==> config.mk <==
export PLATFORM = sky130hd
export DESIGN_NAME = cs_rr_fanout
export DESIGN_NICKNAME = d
export VERILOG_FILES = /design/src/rtl/cs_rr_pkg.sv /design/src/rtl/cs_rr_fsm.sv /design/src/rtl/cs_rr_slot_ctr.sv /design/src/rtl/cs_rr_route.sv /design/src/rtl/cs_rr_fanout.sv
export SDC_FILE = /design/constraint.sdc
export NUM_CORES = 1
export LEC_CHECK = 0
export BUFFER_PORTS_ARGS = -buffer_cell sky130_fd_sc_hd__buf_2
export CAP_MARGIN = 0
export CORE_AREA = 3 3 40 42
export DETAILED_ROUTE_END_ITERATION = 8
export DIE_AREA = 0 0 43 45
export PLACE_DENSITY = 0.39
export SYNTH_ARGS = -nofsm -noshare
export SYNTH_HDL_FRONTEND = slang
export SYNTH_SLANG_ARGS = --single-unit
export TNS_END_PERCENT = 10
==> constraint.sdc <==
create_clock -name clk -period 1.8 [get_ports clk]
set_input_delay 0 -clock clk [delete_from_list [all_inputs] [get_ports clk]]
set_output_delay 0 -clock clk [all_outputs]
set_load 0.02 [all_outputs]
==> src/rtl/cs_rr_pkg.sv <==
package cs_rr_pkg;
    typedef enum logic [1:0] {
        ST_IDLE     = 2'd0,
        ST_XFER     = 2'd1,
        ST_XFER_RST = 2'd2
    } xfer_state_e;
endpackage

==> src/rtl/cs_rr_fsm.sv <==
module cs_rr_fsm
    import cs_rr_pkg::*;
(
    input  logic clk,
    input  logic rst,
    input  logic cs_n,
    input  logic phase_rst,
    output logic adv_o,
    output logic zero_o
);
    xfer_state_e state_q;
    xfer_state_e state_d;

    // next-state logic
    always_comb begin
        state_d = state_q;
        unique case (state_q)
            ST_IDLE: begin
                if (!cs_n) state_d = phase_rst ? ST_XFER_RST : ST_XFER; // T_START / T_START_RST
            end
            ST_XFER: begin
                if (cs_n)           state_d = ST_IDLE;      // T_END
                else if (phase_rst) state_d = ST_XFER_RST;  // T_ARM
            end
            ST_XFER_RST: begin
                if (cs_n) state_d = ST_IDLE;                // T_END
            end
            default: state_d = ST_IDLE;
        endcase
    end

    // state register
    always_ff @(posedge clk) begin
        if (rst) state_q <= ST_IDLE;
        else     state_q <= state_d;
    end

    // outputs
    always_comb begin
        adv_o  = 1'b0;
        zero_o = 1'b0;
        unique case (state_q)
            ST_IDLE:     zero_o = cs_n & phase_rst;
            ST_XFER: begin
                if (cs_n) begin
                    zero_o = phase_rst;
                    adv_o  = ~phase_rst;
                end
            end
            ST_XFER_RST: zero_o = cs_n;
            default: begin
                adv_o  = 1'b0;
                zero_o = 1'b0;
            end
        endcase
    end
endmodule

==> src/rtl/cs_rr_slot_ctr.sv <==
module cs_rr_slot_ctr #(
    parameter int N_DEV = 4,
    localparam int W = (N_DEV > 1) ? $clog2(N_DEV) : 1
) (
    input  logic         clk,
    input  logic         rst,
    input  logic         adv,
    input  logic         zero,
    output logic [W-1:0] slot_o,
    output logic         tc_o
);
    localparam logic [W-1:0] LAST = W'(N_DEV - 1);

    logic [W-1:0] slot_q;

    always_ff @(posedge clk) begin
        if (rst || zero)   slot_q <= '0;
        else if (adv)      slot_q <= (slot_q == LAST) ? '0 : slot_q + 1'b1;
    end

    assign slot_o = slot_q;
    assign tc_o   = (slot_q == LAST);
endmodule

==> src/rtl/cs_rr_route.sv <==
module cs_rr_route #(
    parameter int N_DEV = 4,
    localparam int W = (N_DEV > 1) ? $clog2(N_DEV) : 1
) (
    input  logic             cs_n,
    input  logic [W-1:0]     slot,
    input  logic [N_DEV-1:0] miso_i,
    output logic [N_DEV-1:0] sel_n_o,
    output logic             miso_o
);
    for (genvar i = 0; i < N_DEV; i++) begin : g_sel
        assign sel_n_o[i] = cs_n | (slot != W'(i));
    end

    assign miso_o = ~cs_n & miso_i[slot];
endmodule

==> src/rtl/cs_rr_fanout.sv <==
module cs_rr_fanout #(
    parameter int N_DEV = 4,
    localparam int W = (N_DEV > 1) ? $clog2(N_DEV) : 1
) (
    input  logic             clk,
    input  logic             rst,
    input  logic             mst_cs_n_i,
    input  logic             phase_rst_i,
    input  logic [N_DEV-1:0] miso_i,
    output logic [N_DEV-1:0] sel_n_o,
    output logic             miso_o,
    output logic             tc_o
);
    logic         adv;
    logic         zero;
    logic [W-1:0] slot;

    cs_rr_fsm u_fsm (
        .clk       (clk),
        .rst       (rst),
        .cs_n      (mst_cs_n_i),
        .phase_rst (phase_rst_i),
        .adv_o     (adv),
        .zero_o    (zero)
    );

    cs_rr_slot_ctr #(.N_DEV(N_DEV)) u_ctr (
        .clk    (clk),
        .rst    (rst),
        .adv    (adv),
        .zero   (zero),
        .slot_o (slot),
        .tc_o   (tc_o)
    );

    cs_rr_route #(.N_DEV(N_DEV)) u_route (
        .cs_n    (mst_cs_n_i),
        .slot    (slot),
        .miso_i  (miso_i),
        .sel_n_o (sel_n_o),
        .miso_o  (miso_o)
    );
endmodule

Word-level counts from Yosys, hierarchy flattened
Index checks and enable logic that the tools add are counted.
W data, S select, Z words.
- register bits: 4
- input bits: 8
- output and inout bits: 6
- add/sub/neg operators: 1
- magnitude comparators: 1
- equal/unequal tests: 9
- mux-type cells: 13
- bitwise logic cells: 8
- reductions and logical operators: 4
- operators with widths (operator ; number):
    $mux W2 ; 6
    $ne A2 B2 Y1 const B ; 4
    $pmux W2 S3 ; 1
    $eq A2 B2 Y1 const B ; 2
    $mux W1 ; 4
    $or A1 B1 Y1 ; 4
    $lt A2 B3 Y1 const B ; 1
    $ne A3 B3 Y1 const B ; 1
    $pmux W1 S3 ; 1
    $reduce_and A3 Y1 ; 1
    $add A2 B1 Y2 const B ; 1
    $and A1 B1 Y1 ; 2
    $bmux W1 S2 ; 1
    $eq A2 B1 Y1 const B ; 1
    $logic_not A2 Y1 ; 1
    $ne A2 B1 Y1 const B ; 1
    $not A1 Y1 ; 2
    $reduce_bool A2 Y1 ; 1
    $logic_or A1 B1 Y1 ; 1

Logic depth before layout (Yosys ltp)
- depth in word-level cells: 3
- gate-level depth with buffers: 4

Modules after synthesis
A second synthesis with hierarchy kept.
- cells, all modules: 24
- area total of the unflattened synthesis: 252.7 um^2
- by module, submodules not included (module ; times used ; cells each ; area each (um^2)):
    cs_rr_slot_ctr ; 1 ; 8 ; 95.1
    cs_rr_fsm ; 1 ; 9 ; 90.1
    cs_rr_route ; 1 ; 7 ; 67.6

Worst setup path after synthesis
OpenSTA, ideal clock, no wires.
- kind: flip-flop to output port
- from: reg u_ctr.slot_q[0] (netlist: u_ctr.slot_o[0])
- to: out miso_o
- data arrival time: 1.098 ns
- data required time: 1.800 ns
- path slack: 0.702 ns
- cell stages (with the launch flop): 3
- cells stage by stage: dfxtp_1 mux4_2 nor2b_1
- cells in the longest elaborated chain, start to end: 3
- ends and longest elaborated chain (item ; line ; RTL):
    from (decl) ; cs_rr_slot_ctr.sv:14 ; logic [W-1:0] slot_q;
    from (signal assigned) ; cs_rr_slot_ctr.sv:18 ; else if (adv) slot_q <= (slot_q == LAST) ? '0 : slot_q + 1'b1;
    $bmux W1 S2 ; cs_rr_route.sv:15 ; assign miso_o = ~cs_n & miso_i[slot];
    $mux W1 (implied by the code) ; cs_rr_route.sv:15 ;
    $and A1 B1 Y1 ; cs_rr_route.sv:15 ;
    to (decl) ; cs_rr_fanout.sv:11 ; output logic miso_o,
No other way between the ends. The select of a mux whose other input is x is not followed.

Worst setup path in the final report
Ends and elaborated chain as after synthesis.

==> out/summary.txt <==
commonest non-fill, non-tap cells in the layout: buf_2 (13), nand2b_1 (4), ha_1 (4), dfxtp_1 (4)
CP Launch Point: u_ctr.slot_o[0]
synth-to-layout area growth: 45.8%
GRT Total Usage: 6.68%
worst vdd ir: 0.000200 V
Post-DRT Antenna Nets: 0
vias in the first global route: 256
GRT overflow: 0
Ant. Diodes: 0
core region area: 0.00128 mm^2
Syn Nets: 39
crit path kind: reg -> out
Hold Path Stages: 2
reg2reg end: u_fsm.state_q[0]
headroom to the max-slew limit: 83.0%
setup TNS: 0 ns
Reg-to-Reg Start: u_fsm.state_q[1]
total I/O pin count: 14
HP Class: in -> reg
fin. max-slew vios: 0
status: complete, no violations
critical path startpoint category: flop
drt wl/cell: 9.48 um
DR vias/cell: 4.25
Worst Hold Path EP: u_fsm.state_q[1]
Sink Count: 4
Worst Max-Slew Pin Slew: 0.248 ns
# resized after CTS: 0
fin crit share: 81.2%
Cells after Synth: 27
sequential share of the synthesized area: 28.4%
WP data required: 1.80 ns
Placer Congestion: 0.647
Detailed Route WL: 569 um
endpoint class of the critical path: output port
share of cells above drive strength 1: 40.0%
worst hold start: mst_cs_n_i
initial core utilization: 21.9%
Buffers on Ports: 13
unrepaired setup endpoints after global routing: false
Die X: 43 um
detailed placer's ending HPWL: 462 um
DRC: 0
PwrDens: 569 mW/mm^2
Finished Cell Area: 410 um^2
largest net degree at the start of global routing: 11
Die ar.: 0.00194 mm^2
library cells used by synthesis: 13
Die Y: 45 um
Period minus WS final: 1.46 ns
Rows: 13
Worst Path Arrival: 1.46 ns
M1 wire length: 224 um
most common cell after layout, fill and taps aside: buf_2
Met2 Wirelength: 294 um
metal3 WL: 51 um
register bit count reported by yosys: 4
final core occ: 31.9%
clock slew at reported path FFs: 0.03 ns
FMAX: 684 MHz
Num CTS Buffers: 3
CTS max path bufs: 2
Fin. Hold Viols: 0
antenna violations before repair: 0
Vias: 255
pre-CTS WS: 0.579 ns
first-pass GRT wire length: 945 um
synth warn: 0
Setup Viol. Count Final: 0
Max Cap Viol: 0
Iteration-0 DRC Markers: 3
Final #Nets: 59
CTS tree: built
placed instance area: 358 um^2
crit-path max FO: 6
r2r worst-path depth: 2
R2R setup slack: 0.58 ns
PnR worst setup slack: 0.339 ns
DRT Pass-1 Iters: 2
DR top layer: met3
Worst-Skew Late Latency: 0.23 ns
clk_skew: 0.000356 ns
synthesized area: 282 um^2
P_leak: 0.000172 uW
Clk Tree Root Cell: clkbuf_4
average instance area after synthesis: 10.4 um^2
htree depth: 1
-- worst max-delay path, stage by stage, from the launching register on --
cell,delay (ns)
dfxtp_1,0.43
mux4_2,0.52
nor2b_1,0.13
buf_2,0.15
-- routing by layer --
layer | up-vias | GRT usage [%]
met3 | 0 | 1.99
met5 | - | 0
met1 | 118 | 6.81
met2 | 7 | 10.5
li1 | 130 | -
met4 | 0 | 7.23
-- report_power, final --
part	switching, uW	internal, uW	leakage, uW
registers	1.85	91.5	0.0000325
clock network	32.3	74.3	0.0000138
logic	14.4	19.1	0.000126
total	48.6	185	0.000172
-- how the worst max path moves through the flow --
stage          endpoint  slack, ns  cells past startpoint
3_5_place_dp     miso_o       0.58                      3
4_1_cts          miso_o       0.33                      3
2_1_floorplan    miso_o       0.70                      2
5_1_grt          miso_o       0.30                      3
6_report         miso_o       0.34                      3
3_3_place_gp     miso_o       0.60                      3
-- synth_stat cells (all sizes together) --
| cell | number | area, um^2 |
|---|---|---|
| dfxtp | 4 | 80.1 |
| ha | 4 | 50.1 |
| nand2b | 4 | 25.0 |
| inv | 3 | 11.3 |
| mux2i | 3 | 30.0 |
| a211oi | 2 | 15.0 |
| and4bb | 1 | 16.3 |
| buf | 1 | 7.51 |
| mux4 | 1 | 22.5 |
| nor2 | 1 | 3.75 |
| nor2b | 1 | 6.26 |
| nor3b | 1 | 7.51 |
| nor4 | 1 | 6.26 |
-- sequential cells by signal, indices dropped and copies added, names as in the netlist --
name / flops
u_ctr.slot_o: 2
u_fsm.state_q: 2
-- per-stage QoR --
step	hold slack, ns	power (uW)	cells
finish	0.0666	233	60
CTS	0.0575	242	60
floorplan	0.0717	112	27
global placement	0.192	123	54
detailed placement	0.203	124	54
global route	0.0821	248	60
-- final cells by class --
type	count	area (um^2)
repair buffers	16	95.1
clock buffers	3	22.5
fillers	142	875
well taps	15	18.8
multi-input cells	19	183
flip-flops and latches	4	80.1
inverters	3	11.3
-- kinds of logic (layout without fill, tap and decap cells) --
| family | Yosys count | in the layout | synth area share, % |
|---|---|---|---|
| flops | 4 | 4 | 28.4 |
| fa+ha+maj | 4 | 4 | 17.8 |
| simple gates | 9 | 9 | 23.1 |
| compound gates | 2 | 2 | 5.33 |
| mux | 4 | 4 | 18.7 |
| buf+inv | 4 | 22 | 6.67 |
-- what timing repair did --
action | 4_1_cts | 5_1_grt
hold buffers | 3 | 0
endpoints found under the hold margin | 4 | 0
buffers inserted | 0 | 0
setup endpoints to repair | 0 | 0
Note: power is estimated with default switching activity, not from simulation.
